$ cat config.mk
export PLATFORM = sky130hd
export DESIGN_NAME = txbd_gather
export DESIGN_NICKNAME = d
export VERILOG_FILES = /design/src/rtl/txbd_pkg.sv /design/src/rtl/txbd_clip.sv /design/src/rtl/txbd_lane_sel.sv /design/src/rtl/txbd_next_ptr.sv /design/src/rtl/txbd_gather.sv
export SDC_FILE = /design/constraint.sdc
export NUM_CORES = 1
export LEC_CHECK = 0
export BUFFER_PORTS_ARGS = -buffer_cell sky130_fd_sc_hd__buf_2
export CORE_MARGIN = 5
export CORE_UTILIZATION = 55
export CTS_CLUSTER_SIZE = 10
export DETAILED_ROUTE_END_ITERATION = 8
export HOLD_SLACK_MARGIN = 0.15
export MAX_ROUTING_LAYER = met4
export PLACE_DENSITY = 0.88
export SYNTH_ARGS = -nofsm -noshare
export SYNTH_HDL_FRONTEND = slang
export SYNTH_SLANG_ARGS = --single-unit
$ cat constraint.sdc
create_clock -name clk -period 3.9 [get_ports clk]
set_input_delay 0.78 -clock clk [delete_from_list [all_inputs] [get_ports clk]]
set_output_delay 0.78 -clock clk [all_outputs]
set_load 0.01 [all_outputs]
$ cat src/rtl/txbd_pkg.sv
package txbd_pkg;
   localparam int WORD_W      = 32;
   localparam int LEN_W       = 16;
   localparam int DESC_STRIDE = 8;
   localparam int FLG_READY   = 15;
   localparam int FLG_WRAP    = 13;
   localparam int FLG_LAST    = 11;

   typedef enum logic [2:0] {
      ST_IDLE,
      ST_DESC0,
      ST_DESC1,
      ST_FETCH,
      ST_EMIT,
      ST_BUFEND,
      ST_FLUSH,
      ST_WBACK
   } txbd_state_e;
endpackage

$ cat src/rtl/txbd_clip.sv
module txbd_clip #(
   parameter int MAX_FRAME = 2032,
   parameter int LEN_W     = 16,
   parameter int FS_W      = 11
) (
   input  logic [LEN_W-1:0] len_i,
   input  logic [FS_W-1:0]  fsize_i,
   output logic [LEN_W-1:0] eff_o,
   output logic             over_o
);
   localparam int SUM_W = LEN_W + 1;

   logic [SUM_W-1:0] room;

   always_comb begin
      room   = SUM_W'(MAX_FRAME) - SUM_W'(fsize_i);
      over_o = ({1'b0, len_i} > room);
      eff_o  = over_o ? room[LEN_W-1:0] : len_i;
   end
endmodule

$ cat src/rtl/txbd_lane_sel.sv
module txbd_lane_sel #(
   parameter int WORD_BYTES = 4,
   localparam int LANE_W    = $clog2(WORD_BYTES)
) (
   input  logic [8*WORD_BYTES-1:0] word_i,
   input  logic [LANE_W-1:0]       lane_i,
   output logic [7:0]              byte_o
);
   logic [7:0] lanes [WORD_BYTES];

   for (genvar k = 0; k < WORD_BYTES; k++) begin : g_lane
      assign lanes[k] = word_i[8*(WORD_BYTES-1-k) +: 8];
   end

   assign byte_o = lanes[lane_i];
endmodule

$ cat src/rtl/txbd_next_ptr.sv
module txbd_next_ptr #(
   parameter int ADDR_W = 32,
   parameter int STRIDE = 8
) (
   input  logic [ADDR_W-1:0] cur_i,
   input  logic [ADDR_W-1:0] base_i,
   input  logic              wrap_i,
   output logic [ADDR_W-1:0] nxt_o
);
   assign nxt_o = wrap_i ? base_i : (cur_i + ADDR_W'(STRIDE));
endmodule

$ cat src/rtl/txbd_gather.sv
module txbd_gather
   import txbd_pkg::*;
#(
   parameter int ADDR_W    = 32,
   parameter int MAX_FRAME = 2032,
   parameter int MAX_DESC  = 1024
) (
   input  logic              clk,
   input  logic              rst_n,
   input  logic              enable_i,
   input  logic              demand_i,
   input  logic              base_wr_i,
   input  logic [ADDR_W-1:0] base_addr_i,
   output logic              busy_o,
   output logic              mem_req_o,
   output logic              mem_we_o,
   output logic [ADDR_W-1:0] mem_addr_o,
   output logic [31:0]       mem_wdata_o,
   input  logic              mem_ack_i,
   input  logic [31:0]       mem_rdata_i,
   output logic [7:0]        tx_data_o,
   output logic              tx_valid_o,
   output logic              tx_last_o,
   input  logic              tx_ready_i,
   output logic              evt_buf_o,
   output logic              evt_frame_o,
   output logic              evt_babble_o
);
   localparam int FS_W = $clog2(MAX_FRAME + 1);
   localparam int DC_W = $clog2(MAX_DESC + 1);
   localparam logic [LEN_W-1:0] READY_MASK = LEN_W'(1) << FLG_READY;

   if (ADDR_W < 8 || ADDR_W > WORD_W) begin : g_bad_addr
      $error("txbd_gather: ADDR_W must lie in 8..32");
   end
   if (MAX_FRAME < 1 || MAX_FRAME >= (1 << LEN_W)) begin : g_bad_frame
      $error("txbd_gather: MAX_FRAME must fit the length field");
   end
   if (MAX_DESC < 1) begin : g_bad_desc
      $error("txbd_gather: MAX_DESC must be at least 1");
   end

   txbd_state_e       state_q;
   logic [ADDR_W-1:0] base_q, dptr_q, bptr_q, nxt_ptr, base_masked;
   logic [LEN_W-1:0]  flags_q, len_q, rem_q, eff_len;
   logic [31:0]       word_q;
   logic [FS_W-1:0]   fsize_q;
   logic [DC_W-1:0]   dcnt_q;
   logic [7:0]        hold_b_q, cur_byte;
   logic              hold_v_q, trunc_q, end_idle_q, over;
   logic              evt_buf_q, evt_frm_q, evt_bab_q;
   logic              emit_adv;

   assign base_masked = base_addr_i & ~ADDR_W'(3);

   txbd_clip #(.MAX_FRAME(MAX_FRAME), .LEN_W(LEN_W), .FS_W(FS_W)) i_clip (
      .len_i   (len_q),
      .fsize_i (fsize_q),
      .eff_o   (eff_len),
      .over_o  (over)
   );

   txbd_lane_sel #(.WORD_BYTES(WORD_W / 8)) i_lane (
      .word_i (word_q),
      .lane_i (bptr_q[1:0]),
      .byte_o (cur_byte)
   );

   txbd_next_ptr #(.ADDR_W(ADDR_W), .STRIDE(DESC_STRIDE)) i_next (
      .cur_i  (dptr_q),
      .base_i (base_q),
      .wrap_i (flags_q[FLG_WRAP]),
      .nxt_o  (nxt_ptr)
   );

   assign emit_adv = !hold_v_q || tx_ready_i;

   always_ff @(posedge clk or negedge rst_n) begin
      if (!rst_n) begin
         state_q    <= ST_IDLE;
         base_q     <= '0;
         dptr_q     <= '0;
         bptr_q     <= '0;
         flags_q    <= '0;
         len_q      <= '0;
         rem_q      <= '0;
         word_q     <= '0;
         fsize_q    <= '0;
         dcnt_q     <= '0;
         hold_b_q   <= '0;
         hold_v_q   <= 1'b0;
         trunc_q    <= 1'b0;
         end_idle_q <= 1'b0;
         evt_buf_q  <= 1'b0;
         evt_frm_q  <= 1'b0;
         evt_bab_q  <= 1'b0;
      end else begin
         evt_buf_q <= 1'b0;
         evt_frm_q <= 1'b0;
         evt_bab_q <= 1'b0;
         unique case (state_q)
            ST_IDLE: begin
               if (base_wr_i) begin
                  base_q <= base_masked;
                  dptr_q <= base_masked;
               end
               if (demand_i && enable_i) begin
                  fsize_q <= '0;
                  dcnt_q  <= '0;
                  state_q <= ST_DESC0;
               end
            end
            ST_DESC0: begin
               if (mem_ack_i) begin
                  if (!mem_rdata_i[16 + FLG_READY]) begin
                     if (hold_v_q) begin
                        end_idle_q <= 1'b1;
                        state_q    <= ST_FLUSH;
                     end else begin
                        state_q <= ST_IDLE;
                     end
                  end else begin
                     flags_q <= mem_rdata_i[31:16];
                     len_q   <= mem_rdata_i[15:0];
                     state_q <= ST_DESC1;
                  end
               end
            end
            ST_DESC1: begin
               if (mem_ack_i) begin
                  bptr_q  <= mem_rdata_i[ADDR_W-1:0];
                  rem_q   <= eff_len;
                  trunc_q <= over;
                  state_q <= ST_FETCH;
               end
            end
            ST_FETCH: begin
               if (rem_q == '0) begin
                  state_q <= ST_BUFEND;
               end else if (mem_ack_i) begin
                  word_q  <= mem_rdata_i;
                  state_q <= ST_EMIT;
               end
            end
            ST_EMIT: begin
               if (emit_adv) begin
                  hold_b_q <= cur_byte;
                  hold_v_q <= 1'b1;
                  bptr_q   <= bptr_q + ADDR_W'(1);
                  rem_q    <= rem_q - LEN_W'(1);
                  fsize_q  <= fsize_q + FS_W'(1);
                  if (rem_q == LEN_W'(1)) begin
                     state_q <= ST_BUFEND;
                  end else if (bptr_q[1:0] == 2'b11) begin
                     state_q <= ST_FETCH;
                  end
               end
            end
            ST_BUFEND: begin
               if (flags_q[FLG_LAST] && hold_v_q) begin
                  end_idle_q <= 1'b0;
                  state_q    <= ST_FLUSH;
               end else begin
                  state_q <= ST_WBACK;
               end
            end
            ST_FLUSH: begin
               if (tx_ready_i) begin
                  hold_v_q   <= 1'b0;
                  end_idle_q <= 1'b0;
                  state_q    <= end_idle_q ? ST_IDLE : ST_WBACK;
               end
            end
            ST_WBACK: begin
               if (mem_ack_i) begin
                  evt_buf_q <= 1'b1;
                  evt_frm_q <= flags_q[FLG_LAST];
                  evt_bab_q <= trunc_q;
                  dptr_q    <= nxt_ptr;
                  dcnt_q    <= dcnt_q + DC_W'(1);
                  if (flags_q[FLG_LAST]) begin
                     fsize_q <= '0;
                  end
                  if (dcnt_q == DC_W'(MAX_DESC - 1)) begin
                     if (hold_v_q) begin
                        end_idle_q <= 1'b1;
                        state_q    <= ST_FLUSH;
                     end else begin
                        state_q <= ST_IDLE;
                     end
                  end else begin
                     state_q <= ST_DESC0;
                  end
               end
            end
            default: state_q <= ST_IDLE;
         endcase
      end
   end

   always_comb begin
      mem_req_o   = 1'b0;
      mem_we_o    = 1'b0;
      mem_addr_o  = dptr_q;
      mem_wdata_o = {flags_q & ~READY_MASK, len_q};
      unique case (state_q)
         ST_DESC0: mem_req_o = 1'b1;
         ST_DESC1: begin
            mem_req_o  = 1'b1;
            mem_addr_o = dptr_q + ADDR_W'(4);
         end
         ST_FETCH: begin
            mem_req_o  = (rem_q != '0);
            mem_addr_o = {bptr_q[ADDR_W-1:2], 2'b00};
         end
         ST_WBACK: begin
            mem_req_o = 1'b1;
            mem_we_o  = 1'b1;
         end
         default: ;
      endcase
   end

   assign busy_o       = (state_q != ST_IDLE);
   assign tx_data_o    = hold_b_q;
   assign tx_valid_o   = (state_q == ST_FLUSH) || ((state_q == ST_EMIT) && hold_v_q);
   assign tx_last_o    = (state_q == ST_FLUSH);
   assign evt_buf_o    = evt_buf_q;
   assign evt_frame_o  = evt_frm_q;
   assign evt_babble_o = evt_bab_q;

   AST_TX_HOLD: assert property (@(posedge clk) disable iff (!rst_n) tx_valid_o && !tx_ready_i |=> tx_valid_o && $stable(tx_data_o) && $stable(tx_last_o));
   AST_REQ_HOLD: assert property (@(posedge clk) disable iff (!rst_n) mem_req_o && !mem_ack_i |=> mem_req_o && $stable(mem_addr_o) && $stable(mem_we_o));
   AST_START_NEEDS_ENABLE: assert property (@(posedge clk) disable iff (!rst_n) $rose(busy_o) |-> $past(enable_i && demand_i));
   AST_IDLE_QUIET: assert property (@(posedge clk) disable iff (!rst_n) !busy_o |-> !mem_req_o && !tx_valid_o);
   AST_WB_CLEARS_READY: assert property (@(posedge clk) disable iff (!rst_n) mem_req_o && mem_we_o |-> !mem_wdata_o[31]);
   AST_EVT_AFTER_WB: assert property (@(posedge clk) disable iff (!rst_n) evt_buf_o |-> $past(mem_req_o && mem_we_o && mem_ack_i));
   AST_FRAME_EVT_PAIR: assert property (@(posedge clk) disable iff (!rst_n) evt_frame_o |-> evt_buf_o);
   AST_FRAME_CAP: assert property (@(posedge clk) disable iff (!rst_n) fsize_q <= FS_W'(MAX_FRAME));
   AST_DESC_CAP: assert property (@(posedge clk) disable iff (!rst_n) dcnt_q <= DC_W'(MAX_DESC));
endmodule

---- After elaboration in Yosys (flattened, before gate mapping) ----
Cells that the tools add are included.
cells by class
  equality and inequality tests ........... 23
  bitwise operators ....................... 2
  reductions and logical operators ........ 28
  mux-type cells .......................... 56
  $lt $le $gt $ge ......................... 2
  add/subtract/negate cells ............... 7
operator list
  operator                                             number
  one-hot mux 32 bit (2 select lines)                  3
  2-to-1 mux 32 bit                                    5
  2-to-1 mux 11 bit                                    5
  2-to-1 mux 16 bit                                    3
  2-to-1 mux 3 bit                                     14
  one-hot mux 11 bit (3 select lines)                  1
  adder 32 x 1 -> 32 bit (second input constant)       1
  adder 32 x 3 -> 32 bit (second input constant)       1
  adder 32 x 4 -> 32 bit (second input constant)       1
  one-hot mux 16 bit (2 select lines)                  1
  one-hot mux 3 bit (8 select lines)                   1
  adder 11 x 1 -> 11 bit (second input constant)       2
  one-hot mux 11 bit (2 select lines)                  1
  != test 2 bit (second input constant)                10
  AND reduction 3 bit                                  6
  > comparator 16 x 17 -> 1 bit                        1
  binary-select mux 8 bit (select 2 bit)               1
  == test 16 x 1 -> 1 bit (second input constant)      1
  logical NOT 16 bit                                   1
  2-to-1 mux 1 bit                                     16
  2-to-1 mux 8 bit                                     2
  nonzero test 16 bit                                  1
  subtractor 16 x 1 -> 16 bit (second input constant)  1
  == test 3 bit (second input constant)                4
  other kinds (24)                                     35
word-level totals
  input bits .............................. 71
  register bits ........................... 212
  output and inout bits ................... 80
  word-level logic and storage cells ...... 135

---- Logic depth before layout (Yosys ltp) ----
Gate-level depths: netlist (run 1).
  word-level depth ........................ 5
  depth in mapped cells ................... 15
  gate-level depth less buffers ........... 14

---- By module ----
Synthesis (run 1) repeated with hierarchy kept, for this count alone.
unflattened totals
  cell total of the unflattened synthesis .. 1431
  area total of the unflattened synthesis .. 13191.4 µm²
modules (own cells, without submodules)
  module         cells an instance  times used  area each (µm²)  sequential area each (µm²)
  txbd_gather    1149               1           11215.8          5305.1
  txbd_next_ptr  164                1           964.7            0.0
  txbd_clip      108                1           814.5            0.0
  txbd_lane_sel  10                 1           196.4            0.0

---- Worst setup path before layout (run 1) ----
OpenSTA, ideal clock, no wires.
  path type ............................... register to output
  start point ............................. register dptr_q[3]
  end point ............................... output mem_addr_o[27]
  path buffers ............................ 1
  data arrival time ....................... 2.411 ns
  required time ........................... 3.120 ns
  path slack .............................. 0.709 ns
  stages on the path, launching flop included .. 10
  path through ............................ dfrtp_1 -> ha_1 -> nand4_1 -> nor4_4 -> and2_0 -> clkbuf_1 -> and3_1 -> nand2_1 -> xor2_1 -> a21oi_1
between the ends
  cells in the longest elaborated chain, start to end .. 2
ends and longest elaborated chain
  item                                 RTL line            RTL
  from (decl)                          txbd_gather.sv:44   logic [ADDR_W-1:0] base_q, dptr_q, bptr_q, nxt_ptr, base_masked;
  from (signal assigned)               txbd_gather.sv:105  dptr_q <= base_masked;
  from (signal assigned)               txbd_gather.sv:179  dptr_q <= nxt_ptr;
  adder 32 x 3 -> 32 bit               txbd_gather.sv:210  mem_addr_o = dptr_q + ADDR_W'(4);
  one-hot mux 32 bit (2 select lines)  txbd_gather.sv:206  unique case (state_q)
  to (decl)                            txbd_gather.sv:17   output logic [ADDR_W-1:0] mem_addr_o,
No other way between the ends.

---- Final worst setup path (run 1) ----
  start point ............................. register dptr_q[4]
  end point ............................... output mem_addr_o[17]
The elaborated chain is that of the path after synthesis.

==> results.py, run 1 <==
metrics = {
    "timing": {
        "min_period_ns": 3.710,
        "drv_slew": 0,
        "setup_violations": 0,
        "grt_setup_unrepaired": "false",
        "maxSlewHeadroom_pct": 37.71,
        "period_share_pct": 95.13,
        "clock.fmax_mhz": 269.5,
        "fin_worst_skew_ns": 0.01357,
        "setup_tns_ns": 0,
        "worst_slack_ns": 0.1901,
        "hold_viol": 0,
        "worst-slew-pin-transition_ns": 0.9344,
    },
    "clock_tree": {
        "clock_latency_ns": 0.53,
        "cts_tree": "done",
        "cts_buffer_depth": 3,
        "clk_pin_slew_ns": 0.06,
        "cts_root_buf": "clkbuf_16",
        "clock_sinks": 210,
        "numCtsBuffers": 25,
        "htree_num_levels": 1,
    },
    "grt": {
        "grt_util_met1_pct": 39.75,
        "grt-busiest-layer": "met2",
        "grtUsageMet3_pct": 5.158,
        "grt_pass1_wl_um": 58870,
        "grt_max_degree": 78,
        "grt_pass1_vias": 11250,
        "grt_usage_pct": 28.37,
        "antenna_found_initial": 1,
        "grt_use_met2_pct": 43.18,
        "globalRoute.totalOverflow": 0,
    },
    "place": {
        "dp_cells": 1829,
        "hpwlAfterDp_um": 25630,
        "dpl_worst_slack_ns": 0.4352,
        "io_buffers": 145,
        "routabilityCongestion": 0.9450,
    },
    "power": {
        "p_switching_mw": 5.042,
        "p_int_mw": 6.467,
        "seq_power_share_pct": 37.2,
        "power_density_nw_per_um2": 815.6,
        "clock_power_share_pct": 17.7,
        "p_sw_share_pct": 43.81,
        "peakVddDrop_v": 0.0005132,
        "power_frac_comb_pct": 45.1,
        "p_leak_nw": 6.278,
    },
    "layout": {
        "area_delta_synth_final_pct": 13.49,
        "fin_cells": 1865,
        "final_nets": 1669,
        "drive_gt1_share_pct": 19.76,
        "nFillCells": 1839,
    },
    "critical_path": {
        "crit_path_max_fanout": 7,
        "critical_path_class": "reg2out",
        "worstPathRequired_ns": 3.12,
        "critPathCaptureType": "output port",
        "critPathArrivalTime_ns": 2.93,
        "startpoint_type": "flip-flop",
    },
    "job": {
        "cap_violations": 0,
    },
    "synth": {
        "yosys_warnings": 0,
        "synth-xor-area-share_pct": 1.479,
        "yosys.area_share.simple_pct": 21.19,
        "synth.area.mux_share_pct": 7.990,
        "syn_area_per_cell_um2": 8.441,
        "synthAdderAreaFrac_pct": 2.516,
        "synth_cell_types": 71,
        "synthCells": 1473,
        "yosysSeqAreaShare_pct": 42.27,
        "netlist_area_um2": 12430,
        "synth_top_family_by_area": "simple AND/OR/NAND/NOR gates",
        "ys.flop_type": "dfrtp_1",
        "synth-edff-count": 0,
        "synth_compound_area_share_pct": 20.31,
        "ys_ff_latch": 210,
        "synth_async_sr_flop_share_pct": 100.0,
    },
    "detailed_routing": {
        "avgRoutedWirePerCell_um": 19.45,
        "wl_um": 36270,
        "vias": 11924,
        "antenna_left": 0,
        "drt_iter0_markers": 1312,
        "drtPass1Iterations": 7,
        "drc": 0,
        "vias_per_cell": 6.394,
    },
    "floorplanning": {
        "ioPinCount": 151,
        "coreArea_um2": 22430,
        "dieArea_um2": 25710,
        "die_w_um": 160.4,
        "std_cell_rows": 55,
        "die_height_um": 160.4,
        "initial_core_util_pct": 55.42,
    },
    "min_path": {
        "hold_class": "in2async",
    },
    "outcome": {
        "status": "complete, no violations",
    },
}
[sequential cells by signal (all words and copies together) (netlist names)]
name and cells:
bptr_q 32, word_q 32, base_q 30, dptr_q 30, len_q 16, rem_q 16
flags_q 15, dcnt_q 11, fsize_q 11, tx_data_o 8, state_q 3, end_idle_q 1
evt_babble_o 1, evt_buf_o 1, evt_frame_o 1, hold_v_q 1, trunc_q 1
[stage by stage]
stage,area [um^2],utilization (%),total power [mW],hold WS (ns)
2_1_floorplan,12440,-,7.607,0.4369
3_3_place_gp,13390,59.69,9.110,0.4498
3_5_place_dp,13390,59.69,9.338,0.4581
4_1_cts,14070,62.73,11.43,0.2698
5_1_grt,14110,62.90,12.32,0.3002
6_report,14110,62.90,11.51,0.2462
[synthesized netlist by cell type (10+ instances only)]
cell	instances	area share, %
inv_1	21	0.63
a21oi_1	139	5.6
nand3_1	56	2.3
and3_1	27	1.4
buf_1	14	0.42
dfrtp_1	210	42
mux2_2	66	6.0
a31oi_1	21	1.1
ha_1	25	2.5
and2_1	10	0.50
buf_2	11	0.44
o21ai_0	152	6.1
nand2_1	247	7.5
clkbuf_1	80	2.4
xor2_1	13	0.92
nand4_1	19	0.96
nor2_1	128	3.9
o22ai_1	28	1.4
a22oi_1	12	0.72
nor3_1	24	0.97
[worst max-delay path, cell delays in order (launching register included)]
cell and delay [ns]:
dfrtp_1 0.46, ha_1 0.31, nand4_1 0.12, buf_4 0.19, nor2_1 0.36, nand3_1 0.13, nor2_1 0.19, a22oi_1 0.10
o21ai_0 0.33, buf_2 0.20
[layer usage]
layer / part of all wire [%] / routed length (um)
met1: 42 / 15120
met2: 45 / 16340
met3: 10 / 3769
met4: 2.8 / 1029
met5: 0 / 0
[cell families after synthesis]
family	Yosys count
other	1
buffers and inverters	132
DFF	210
AOI/OAI and AO/OA	429
adders and majority gates	25
muxes	81
and+or+nand+nor	574
xor gates and xnor gates	21
[power by group through the flow]
stage                     registers [mW]  clock network (mW)  logic (mW)
after global placement              4.19                   0        4.92
after global routing                4.40                2.15        5.77
final                               4.28                2.04        5.19
after CTS                           4.23                2.07        5.13
after floorplan                     3.80                   0        3.81
after detailed placement            4.24                   0        5.10
[final timing paths]
check / slack, ns / depth (start not counted) / startpoint / endpoint
setup / recovery: 0.19 / 9 / dptr_q[4]$_DFFE_PN0P_ / mem_addr_o[17]
hold / removal: 0.25 / 1 / rst_n / dcnt_q[6]$_DFFE_PN0P_
setup reg to reg: 0.44 / 12 / fsize_q[3]$_DFFE_PN0P_ / rem_q[6]$_DFFE_PN0P_
hold reg to reg: 0.47 / 2 / base_q[11]$_DFFE_PN0P_ / base_q[11]$_DFFE_PN0P_
max in group asynchronous: 2.83 / 2 / rst_n / flags_q[3]$_DFFE_PN0P_
min in group clk: 0.46 / 3 / base_addr_i[16] / base_q[16]$_DFFE_PN0P_
[what timing repair did]
action | CTS | global route
pin swaps | 0 | 1
setup buffers | 0 | 2
hold buffers | 0 | 0
resized for setup | 1 | 5
endpoints found under the setup margin | 1 | 13
[layout make-up]
class,instances,area [um^2],share of cell area (%)
antenna,1,2.502,0.01773
clock buffer,30,644.4,4.566
inverter,23,86.33,0.6118
sequential,210,5258,37.26
tap,285,356.6,2.527
clock inverter,3,30.03,0.2128
multi-input combinational,1133,6699,47.47
timing repair buffer,180,1035,7.333
[cells in the final DEF (no fill, tap or decap), types with 12 or more instances in the layout]
cell and count:
a21oi_1 139, a22oi_1 12, a31oi_1 21, and3_1 26, buf_2 144, buf_4 32
clkbuf_16 25, dfrtp_1 208, ha_1 25, inv_1 21, mux2_2 66, nand2_1 247
nand3_1 56, nand4_1 19, nor2_1 125, nor3_1 22, o21ai_0 152, o22ai_1 28
xor2_1 13
Power figures use the tool's default switching activity.
==> run 2, diff against run 1 <==
Settings changed: CAP_MARGIN set to 20, CORE_UTILIZATION 55 to 45, PLACE_DENSITY 0.88 to 0.76.
==> results.py, run 2 (synthesis results as in run 1) <==
metrics = {
    "outcome": {
        "status": "complete, no violations",
    },
    "layout": {
        "drive_gt1_share_pct": 20.03,
        "mostFrequentLayoutCells": "nand2_1, dfrtp_1, o21ai_0",
        "final_area_um2": 14250,
        "final_core_util_pct": 52.59,
        "final_nets": 1672,
        "fin_cells": 1955,
        "area_delta_synth_final_pct": 14.63,
        "layout_commonest_cell": "nand2_1",
        "diodes": 0,
        "reg.largest.list": "bptr_q x32, word_q x32",
    },
    "power": {
        "p_leak_nw": 6.296,
        "p_switching_mw": 5.081,
        "power_frac_comb_pct": 45.2,
        "peakVddDrop_v": 0.0004933,
        "p_int_mw": 6.511,
        "power_density_nw_per_um2": 813.3,
        "clock_power_share_pct": 17.7,
        "p_sw_share_pct": 43.83,
        "seq_power_share_pct": 37.0,
        "design_power_total_mw": 11.59,
    },
    "floorplanning": {
        "die_height_um": 176.2,
        "die_w_um": 176.2,
        "ioPinCount": 151,
        "std_cell_rows": 60,
        "coreArea_um2": 27100,
        "initial_core_util_pct": 45.88,
        "dieArea_um2": 31050,
    },
    "timing": {
        "clock.fmax_mhz": 270.7,
        "grt_setup_unrepaired": "false",
        "period_share_pct": 94.74,
        "min_period_ns": 3.695,
        "worst_slack_ns": 0.2053,
        "setup_violations": 0,
        "setup_tns_ns": 0,
        "worst-slew-pin-transition_ns": 0.8626,
        "hold_viol": 0,
        "fin_worst_skew_ns": 0.01220,
        "finalHoldWorstSlack_ns": 0.2343,
        "drv_slew": 0,
        "maxSlewHeadroom_pct": 42.50,
    },
    "critical_path": {
        "critPathArrivalTime_ns": 2.91,
        "crit_path_max_fanout": 22,
        "worstPathRequired_ns": 3.12,
        "critPathCaptureType": "output port",
        "startpoint_type": "flip-flop",
        "r2r_cells": 12,
        "critical_path_class": "reg2out",
    },
    "clock_tree": {
        "numCtsBuffers": 25,
        "cts_tree": "done",
        "clk_pin_slew_ns": 0.06,
        "cts_root_buf": "clkbuf_16",
        "clock_latency_ns": 0.52,
        "htree_num_levels": 1,
        "hold_buffers": 0,
        "clock_sinks": 210,
        "cts_buffer_depth": 3,
    },
    "min_path": {
        "hold_class": "in2async",
    },
    "grt": {
        "grt_max_degree": 91,
        "grt_usage_pct": 24.45,
        "grt_pass1_vias": 11051,
        "antenna_found_initial": 0,
        "grt_pass1_wl_um": 60650,
        "globalRoute.totalOverflow": 0,
    },
    "place": {
        "dpl_worst_slack_ns": 0.3941,
        "routabilityCongestion": 0.9517,
        "dp_cells": 1919,
        "hpwlAfterDp_um": 26880,
        "io_buffers": 145,
        "placed_area_um2": 13510,
    },
    "detailed_routing": {
        "drt_iter0_markers": 1289,
        "vias": 11782,
        "antenna_left": 0,
        "drc": 0,
        "avgRoutedWirePerCell_um": 19.23,
        "wl_um": 37600,
        "drtPass1Iterations": 5,
        "vias_per_cell": 6.027,
    },
    "job": {
        "cap_violations": 0,
    },
}
[run 2: worst paths after layout]
check,from,endpoint,slack [ns]
min reg2reg,tx_data_o[4]$_DFFE_PN0P_,tx_data_o[4]$_DFFE_PN0P_,0.48
min in group clk,base_addr_i[16],base_q[16]$_DFFE_PN0P_,0.47
max in group asynchronous,rst_n,rem_q[14]$_DFFE_PN0P_,2.78
max,state_q[1]$_DFFE_PN0P_,mem_addr_o[9],0.21
max reg2reg,fsize_q[3]$_DFFE_PN0P_,rem_q[2]$_DFFE_PN0P_,0.34
min,rst_n,evt_buf_o$_DFF_PN0_,0.23
[run 2: cell type report]
| cell class | instances | area [um^2] |
|---|---|---|
| multi-input cells | 1133 | 6720 |
| fillers | 2472 | 12850 |
| repair buffers | 183 | 1046 |
| well taps | 372 | 465.4 |
| clock buffers | 32 | 661.9 |
| flip-flops and latches | 210 | 5259 |
| clock inverters | 2 | 13.76 |
| inverters | 23 | 86.33 |
[run 2: critical path, stage by stage (launching register included)]
cell      delay (ns)
dfrtp_1         0.75
nand2b_1        0.37
a211oi_1        0.51
a41oi_1         0.21
o21ai_0         0.35
buf_2           0.21
[run 2: repair_timing]
item / 4_1_cts / 5_1_grt
gates resized for setup: 1 / 9
endpoints found under the setup margin: 2 / 12
pin swaps: 0 / 2
setup buffers: 0 / 2
[run 2: metal layers]
layer  vias up  share of wire (%)  track usage, %
met5         -                  0               -
met4         0                2.7           6.530
met3        71                8.8           4.154
met2       548                 44           35.55
met1      5690                 45           35.54
li1       5473                  -               -
[run 2: power groups by stage]
stage	Combinational (mW)	Clock, mW	Sequential, mW
2_1_floorplan	3.81	0	3.80
3_3_place_gp	5.04	0	4.21
3_5_place_dp	5.18	0	4.27
4_1_cts	5.21	2.08	4.25
5_1_grt	5.83	2.17	4.43
6_report	5.24	2.06	4.29
